[config.mk]
export PLATFORM = sky130hd
export DESIGN_NAME = sup_reset_ctrl
export DESIGN_NICKNAME = d
export VERILOG_FILES = /design/src/rtl/sup_pkg.sv /design/src/rtl/sup_sync.sv /design/src/rtl/sup_wdog.sv /design/src/rtl/sup_fsm.sv /design/src/rtl/sup_reset_ctrl.sv
export SDC_FILE = /design/constraint.sdc
export NUM_CORES = 1
export LEC_CHECK = 0
export ABC_AREA = 1
export BUFFER_PORTS_ARGS = -buffer_cell sky130_fd_sc_hd__buf_4
export CORE_MARGIN = 5
export CORE_UTILIZATION = 58
export DETAILED_ROUTE_END_ITERATION = 6
export MAX_ROUTING_LAYER = met4
export PLACE_DENSITY_LB_ADDON = 0.08
export SYNTH_ARGS = -nofsm -noshare
export SYNTH_HDL_FRONTEND = slang
export SYNTH_HIERARCHICAL = 1
export SYNTH_SLANG_ARGS = --single-unit
[constraint.sdc]
create_clock -name clk -period 2.7 [get_ports clk]
set_clock_uncertainty 0.2 [all_clocks]
set_input_delay 0.405 -clock clk [delete_from_list [all_inputs] [get_ports clk]]
set_output_delay 0.405 -clock clk [all_outputs]
set_load 0.03 [all_outputs]
[src/rtl/sup_pkg.sv]
package sup_pkg;

    typedef enum logic [1:0] {
        ST_HOLD    = 2'd0,
        ST_STRETCH = 2'd1,
        ST_RUN     = 2'd2
    } sup_state_e;

endpackage

[src/rtl/sup_sync.sv]
module sup_sync #(
    parameter int          WIDTH   = 3,
    parameter logic [WIDTH-1:0] RST_VAL = '0
) (
    input  logic             clk,
    input  logic             rst_n,
    input  logic [WIDTH-1:0] async_in,
    output logic [WIDTH-1:0] sync_out
);

    logic [WIDTH-1:0] meta_q;
    logic [WIDTH-1:0] sync_q;

    for (genvar b = 0; b < WIDTH; b++) begin : g_bit
        always_ff @(posedge clk or negedge rst_n) begin
            if (!rst_n) begin
                meta_q[b] <= RST_VAL[b];
                sync_q[b] <= RST_VAL[b];
            end else begin
                meta_q[b] <= async_in[b];
                sync_q[b] <= meta_q[b];
            end
        end
    end

    assign sync_out = sync_q;

endmodule

[src/rtl/sup_wdog.sv]
module sup_wdog #(
    parameter int WD_TICKS = 64
) (
    input  logic clk,
    input  logic rst_n,
    input  logic wd_level,
    input  logic wd_float,
    input  logic hold_clear,
    output logic trip
);

    localparam int WD_W   = (WD_TICKS > 2) ? $clog2(WD_TICKS) : 1;
    localparam int SV_LOW = (WD_TICKS * 7) / 8;
    localparam int SV_W   = (SV_LOW > 1) ? $clog2(SV_LOW + 1) : 1;
    localparam logic [WD_W-1:0] WD_LAST = WD_W'(WD_TICKS - 1);
    localparam logic [SV_W-1:0] SV_HIGH = SV_W'(SV_LOW);

    logic [SV_W-1:0] sv_cnt;
    logic            self_drv;
    logic            eff_level;
    logic            prev_level;
    logic            edge_seen;
    logic [WD_W-1:0] wd_cnt;

    // self-service driver: low for SV_LOW ticks, then high for one tick
    always_ff @(posedge clk or negedge rst_n) begin
        if (!rst_n) begin
            sv_cnt <= '0;
        end else if (hold_clear || sv_cnt == SV_HIGH) begin
            sv_cnt <= '0;
        end else begin
            sv_cnt <= sv_cnt + 1'b1;
        end
    end

    assign self_drv  = (sv_cnt == SV_HIGH);
    assign eff_level = wd_float ? self_drv : wd_level;
    assign edge_seen = eff_level ^ prev_level;

    always_ff @(posedge clk or negedge rst_n) begin
        if (!rst_n) begin
            prev_level <= 1'b0;
        end else begin
            prev_level <= eff_level;
        end
    end

    assign trip = !hold_clear && !edge_seen && (wd_cnt == WD_LAST);

    always_ff @(posedge clk or negedge rst_n) begin
        if (!rst_n) begin
            wd_cnt <= '0;
        end else if (hold_clear || edge_seen || trip) begin
            wd_cnt <= '0;
        end else begin
            wd_cnt <= wd_cnt + 1'b1;
        end
    end

    assert_wd_held_R7: assert property (@(posedge clk) disable iff (!rst_n)
        hold_clear |=> (wd_cnt == '0));

    assert_edge_clears_R6: assert property (@(posedge clk) disable iff (!rst_n)
        (edge_seen && !hold_clear) |=> (wd_cnt == '0) && !trip);

    assert_self_period_R8: assert property (@(posedge clk) disable iff (!rst_n)
        self_drv |=> !self_drv);

endmodule

[src/rtl/sup_fsm.sv]
module sup_fsm
    import sup_pkg::*;
#(
    parameter int STRETCH_TICKS = 20
) (
    input  logic clk,
    input  logic rst_n,
    input  logic hold_req,
    input  logic wd_trip,
    output logic rst_out_n,
    output logic hold_clear
);

    localparam int S_W = (STRETCH_TICKS > 2) ? $clog2(STRETCH_TICKS) : 1;
    localparam logic [S_W-1:0] S_LAST = S_W'(STRETCH_TICKS - 1);

    sup_state_e     state, state_nxt;
    logic [S_W-1:0] cnt, cnt_nxt;

    always_comb begin
        state_nxt = state;
        cnt_nxt   = cnt;
        if (hold_req) begin
            state_nxt = ST_HOLD;
            cnt_nxt   = '0;
        end else begin
            unique case (state)
                ST_HOLD: begin
                    state_nxt = ST_STRETCH;
                    cnt_nxt   = '0;
                end
                ST_STRETCH: begin
                    if (cnt == S_LAST) begin
                        state_nxt = ST_RUN;
                        cnt_nxt   = '0;
                    end else begin
                        cnt_nxt = cnt + 1'b1;
                    end
                end
                ST_RUN: begin
                    if (wd_trip) begin
                        state_nxt = ST_STRETCH;
                        cnt_nxt   = '0;
                    end
                end
                default: begin
                    state_nxt = ST_HOLD;
                    cnt_nxt   = '0;
                end
            endcase
        end
    end

    always_ff @(posedge clk or negedge rst_n) begin
        if (!rst_n) begin
            state <= ST_HOLD;
            cnt   <= '0;
        end else begin
            state <= state_nxt;
            cnt   <= cnt_nxt;
        end
    end

    always_comb begin
        rst_out_n  = (state == ST_RUN);
        hold_clear = (state != ST_RUN);
    end

    assert_hold_low_R2: assert property (@(posedge clk) disable iff (!rst_n)
        hold_req |=> !rst_out_n);

    assert_full_stretch_R1: assert property (@(posedge clk) disable iff (!rst_n)
        $rose(rst_out_n) |-> ($past(state) == ST_STRETCH) && ($past(cnt) == S_LAST));

    assert_restart_R3: assert property (@(posedge clk) disable iff (!rst_n)
        (state == ST_HOLD && !hold_req) |=> (state == ST_STRETCH) && (cnt == '0));

    assert_trip_stretch_R5: assert property (@(posedge clk) disable iff (!rst_n)
        (state == ST_RUN && wd_trip && !hold_req) |=> (state == ST_STRETCH) && (cnt == '0));

endmodule

[src/rtl/sup_reset_ctrl.sv]
module sup_reset_ctrl #(
    parameter int STRETCH_TICKS = 20,
    parameter int WD_TICKS      = 64
) (
    input  logic clk,
    input  logic rst_n,
    input  logic supply_low,
    input  logic man_rst_n,
    input  logic wd_level,
    input  logic wd_float,
    output logic sys_rst_n
);

    localparam int SYNC_W = 3;

    logic [SYNC_W-1:0] raw_in;
    logic [SYNC_W-1:0] synced;
    logic              man_s, level_s, float_s;
    logic              hold_req;
    logic              hold_clear;
    logic              wd_trip;

    assign raw_in = {man_rst_n, wd_level, wd_float};

    sup_sync #(
        .WIDTH   (SYNC_W),
        .RST_VAL (3'b100)
    ) i_sync (
        .clk      (clk),
        .rst_n    (rst_n),
        .async_in (raw_in),
        .sync_out (synced)
    );

    assign {man_s, level_s, float_s} = synced;
    assign hold_req = supply_low || !man_s;

    sup_wdog #(
        .WD_TICKS (WD_TICKS)
    ) i_wdog (
        .clk        (clk),
        .rst_n      (rst_n),
        .wd_level   (level_s),
        .wd_float   (float_s),
        .hold_clear (hold_clear),
        .trip       (wd_trip)
    );

    sup_fsm #(
        .STRETCH_TICKS (STRETCH_TICKS)
    ) i_fsm (
        .clk        (clk),
        .rst_n      (rst_n),
        .hold_req   (hold_req),
        .wd_trip    (wd_trip),
        .rst_out_n  (sys_rst_n),
        .hold_clear (hold_clear)
    );

    assert_manual_low_R4: assert property (@(posedge clk) disable iff (!rst_n)
        !man_s |=> !sys_rst_n);

endmodule

# == Yosys cells after proc, flatten, opt, wreduce, memory -nomap -nowiden ==
# Index checks and enable logic that the tools add are counted.
# totals
register_bits,26
latch_bits,0
ram_bits,0
mem_bits_ro,0
input_bits,6
output_inout_bits,1
word_cells,45
memories,0
# op_classes
n_addsub,3
n_mul,0
div,0
magnitude_cmp,0
eq_ne,8
shift,0
n_mux,11
bitwise,1
reduce_logical,11
# ops
cell,count
5-bit two-way mux,3
"6-bit by 1-bit adder with 6-bit output, second input constant",2
"6-bit equality test, second input constant",2
6-bit two-way mux,2
5-bit one-hot mux with 2 select lines,1
2-bit two-way mux,3
2-bit one-hot mux with 3 select lines,1
"5-bit by 1-bit adder with 5-bit output, second input constant",1
"5-bit equality test, second input constant",1
1-bit logical OR,4
1-bit zero test,3
"3-bit by 1-bit inequality test with 1-bit output, second input constant",1
"3-bit by 2-bit inequality test with 1-bit output, second input constant",1
"2-bit by 1-bit equality test with 1-bit output, second input constant",1
"2-bit equality test, second input constant",1
1-bit logical AND,2
2-bit zero test,1
"2-bit inequality test, second input constant",1
2-bit AND reduction,1
1-bit two-way mux,1
1-bit XOR,1

# == Longest topological paths before layout ==
# logic_depth
word_depth,9
ltp_mapped,15
mapped_depth_nobuf,15

# == Cells and area by module ==
# Netlist, hierarchy kept.
# by_module_without_submodules
mod,instances,cells_per_inst,area_each_um2,seq_area_each_um2
sup_wdog,1,70,656.9,325.3
sup_fsm,1,48,415.4,175.2
sup_sync,1,6,152.6,152.6
sup_reset_ctrl,1,2,7.5,0.0

# == Worst setup path after synthesis ==
# No wires, ideal clock.
# synth_path
path_type,reg-to-reg
startpoint,register i_fsm.state[1]
endpoint,register i_fsm.cnt[3]
setup_time_ps,118
arrival_ps,1925
required_ps,2382
path_slack_ps,457
stages_incl_launch_ff,12
n_path_buf,0
period_less_slack_ps,2243
path_cell_list,dfrtp_1 -> inv_2 -> nor2_1 -> inv_1 -> inv_1 -> nand3_1 -> nor2_1 -> nor2_8 -> a21oi_1 -> nand2_1 -> nand2_1 -> nor2_2
# synth_between
word_cells_on_any_way,9
classes_between,4 x eq/ne; 2 x mux; 3 x reduce/logical
# synth_lines
item,line,source
"start, declared",sup_fsm.sv:17,"sup_state_e state, state_nxt;"
"start signal, assigned",sup_fsm.sv:59,state <= state_nxt;
2-bit equality test *,--,
named net sys_rst_n,sup_reset_ctrl.sv:11,output logic sys_rst_n
5-bit one-hot mux with 2 select lines,sup_fsm.sv:27,unique case (state)
5-bit two-way mux,sup_fsm.sv:23,if (hold_req) begin
"end signal, assigned",sup_fsm.sv:60,cnt <= cnt_nxt;
"end, declared",sup_fsm.sv:18,"logic [S_W-1:0] cnt, cnt_nxt;"
# Mark *: on every way through the listed nets, which the timed path passes. The rest lies on a longest branch.
# A chain may end at the register's enable or synchronous reset.

# == Final worst setup path ==
# layout_path
startpoint,register i_wdog.sv_cnt[0]
endpoint,register i_fsm.cnt[4]
# layout_between
elab_chain_cells,7
# layout_rtl
item,line,source
"start, declared",sup_wdog.sv:18,logic [SV_W-1:0] sv_cnt;
"start signal, assigned",sup_wdog.sv:32,sv_cnt <= sv_cnt + 1'b1;
6-bit equality test,sup_wdog.sv:36,assign self_drv = (sv_cnt == SV_HIGH);
1-bit two-way mux,sup_wdog.sv:37,assign eff_level = wd_float ? self_drv : wd_level;
named net i_wdog.eff_level,sup_wdog.sv:20,logic eff_level;
1-bit XOR,sup_wdog.sv:38,assign edge_seen = eff_level ^ prev_level;
1-bit zero test,sup_wdog.sv:48,assign trip = !hold_clear && !edge_seen && (wd_cnt == WD_LAST);
1-bit logical AND (2 in series),sup_wdog.sv:48,
named net wd_trip,sup_reset_ctrl.sv:21,logic wd_trip;
3-bit by 1-bit inequality test with 1-bit output (no line),--,
# The timed path passes the listed nets, and every way through them passes these cells.

==> flow_summary.ini <==
[placement]
pre_cts_slack_ns = 0.539
dp_cells = 159
port_buffers = 6
gp_congestion = 0.830
dp_hpwl_microns = 1350

[power]
p_seq_share_pct = 64.4
switching_share_pct = 21.0
power.switching_mw = 0.131
p_int_mw = 0.493
p_per_area_nw_per_um2 = 450
p_clk_share_pct = 30.6
power_frac_comb_pct = 5.0
static-leakage-power_nw = 0.619
ir_worst_vdd_mv = 0.361

[yosys]
synth.yosys.warnings = 6
syn-num-nets = 136
synth_edf_count = 0
synth_area_leaders = dfrtp_1, nor2_1, inv_1, dfstp_2, nand2_1
seq_area_frac_synth_pct = 53.0
syn_avg_cell_area_sq_um = 9.78
syn_inst = 126
synth_top_cells_by_count = dfrtp_1, nor2_1, inv_1
yosysTopAreaCell = dfrtp_1
synth_seq_cells = 26
synth_area_sq_um = 1230
yosysMostFrequentCell = dfrtp_1
synthArstFlopShare_pct = 100
synth_top_area_share_pct = 48.7
synth_top_flop_cell = dfrtp_1
yosysUniqueCellTypes = 23

[route]
firstDrtPassIters = 4
dr_total_vias = 828
ant_nets = 0
drt_iter0_drc = 13
drc = 0
wire_per_inst_microns = 10.7
viasPerCell = 4.96
routed_wl_microns = 1790

[setup_path]
slowest_delay_ns = 0.43
crit_slowest_cell = dfrtp_1
critPathCaptureType = flop
worst_ep_arrival_time_ns = 2.19
critPathLaunchType = flop
rr_startpoint = i_wdog/sv_cnt[0]
crit_required_ns = 2.72
criticalPathCategory = reg -> reg
cp_num_buf_inv = 1
crit_fanout = 5
crit_family = simple AND/OR/NAND/NOR gates
path_cells = inv_1 -> ha_1 -> nand2_2 -> nor2_4 -> nand3_2 -> nand2_2 -> nand2_2 -> nand3_1 -> nor2_1 -> nor2_8 -> nand2_4 -> nand3_2 -> nor2_1 -> nor2_2
crit_start = i_wdog/sv_cnt[0]
cpMostUsedCell = nand2_2

[sta]
tns_ns = 0
drv_slew = 0
rsz0062_at_grt = no
clock.fmax_mhz = 460
tightest_slew_ns = 0.351
fin_ws_ns = 0.526
hold_viol = 0
post-route-period-util_pct = 80.5
max-slew-margin-rel_pct = 76.5
period_minus_slack_ns = 2.17
hold_ws_ns = 0.163
final-setup-viol-count = 0

[floorplan]
boundaryPins = 7
die_h_microns = 56.1
die-width_microns = 56.1
core.rowCount = 16
die-area_sq_um = 3150
start_util_pct = 61.6
coreArea_sq_um = 2000

[cells_and_area]
num-fill-cells = 170
drive_above_1_share_pct = 22.1
final_nets = 151
area_growth_pct = 12.6
layoutNonFillerInstCount = 167
antennaDiodeCount = 0

[run_status]
outcome = completed

[grt]
gr-total-overflow = 0
antenna_found_initial = 0
grt_max_degree = 27
grt_first_pass_wirelength_microns = 3460
track_usage_pct = 14.1
grt_pass1_vias = 833

[clock_network]
h-tree-depth = 1
tritoncts = done
clkSlewWorstSetupHoldPaths_ns = 0.13
root_buffer = clkbuf_4
cts_setup_buffers = 0
cts.sinks = 26
clockBufferDepth = 2
worstSkewPairLatency_ns = 0.31
cts_buffers = 3

[min_path]
worstHoldStart = i_sync/meta_q[0]
worstHoldPathType = reg -> reg

[job]
maxCapViolations = 0
metrics by stage:
| step | instance area [sq um] | util (%) | power (mW) |
|---|---|---|---|
| after floorplan | 1230 | - | 0.421 |
| after CTS | 1390 | 69.3 | 0.633 |
| after global routing | 1390 | 69.3 | 0.659 |
| final | 1390 | 69.3 | 0.624 |
| after detailed placement | 1310 | 65.5 | 0.437 |
| after global placement | 1310 | 65.5 | 0.436 |
per-layer routing:
layer / GRT usage, % / part of all wire, % / vias to the layer above
li1: - / - / 422
met1: 16.9 / 46 / 398
met2: 22.7 / 51 / 6
met3: 3.02 / 2.4 / 2
met4: 6.44 / 0.67 / 0
met5: - / 0 / -
state kept, by name, indices dropped and copies added, names as in the netlist:
name / count
i_wdog/sv_cnt: 6
i_fsm/cnt: 5
i_fsm/state: 2
i_sync/sync_out: 3
i_sync/meta_q: 3
i_wdog/wd_cnt: 6
i_wdog/prev_level: 1
timing repair:
action | CTS | global route
hold buffers | 4 | 0
resized for setup | 0 | 0
endpoints found under the hold margin | 27 | 0
cell usage in the layout (no fill, tap or decap):
master / n
dfrtp_1: 24
nand3_2: 3
inv_1: 16
clkbuf_4: 3
nor2_8: 1
clkbuf_8: 1
o21ai_1: 3
nand4_1: 2
o31ai_1: 1
ha_1: 4
nor2_2: 4
dfstp_2: 2
dlygate4sd3_1: 4
xnor2_1: 3
buf_4: 6
a21oi_1: 2
nor2_4: 1
nor2_1: 21
nor3_4: 1
nand2_2: 5
inv_2: 2
xor2_1: 4
nand3_1: 10
nor3b_1: 1
nand2_4: 1
nand4_4: 1
nand2_1: 14
power groups by stage:
stage / logic (mW) / clock network (mW) / registers, mW
after global routing: 0.0360 / 0.220 / 0.403
after detailed placement: 0.0280 / 0 / 0.409
after floorplan: 0.0129 / 0 / 0.408
final: 0.0314 / 0.191 / 0.401
after global placement: 0.0271 / 0 / 0.409
after CTS: 0.0324 / 0.199 / 0.402
cell families after synthesis:
group	share of synthesized area, %
fa+ha+maj	4.06
buf+inv	5.48
compound gates	2.64
simple gates	29.8
xor+xnor	4.97
flops	53.0
path summary, 6_finish.rpt:
kind	endpoint	slack [ns]	depth (start not counted)
min in group asynchronous	i_wdog/sv_cnt[2]	0.31	2
worst min register to register	i_sync/sync_out[0]	0.16	0
max in group asynchronous	i_sync/sync_out[2]	1.70	2
worst min-delay path	i_sync/sync_out[0]	0.16	0
worst max register to register	i_fsm/cnt[4]	0.53	14
worst max-delay path	i_fsm/cnt[4]	0.53	14
layout make-up:
class / instances / area (sq um) / share of cell area (%)
Sequential cell: 26 / 653 / 47.1
Tap cell: 27 / 33.8 / 2.43
Clock buffer: 4 / 36.3 / 2.61
Timing Repair Buffer: 10 / 85.1 / 6.13
Inverter: 18 / 67.6 / 4.87
Multi-Input combinational cell: 82 / 512 / 36.9
(Power assumes the default switching activity.)
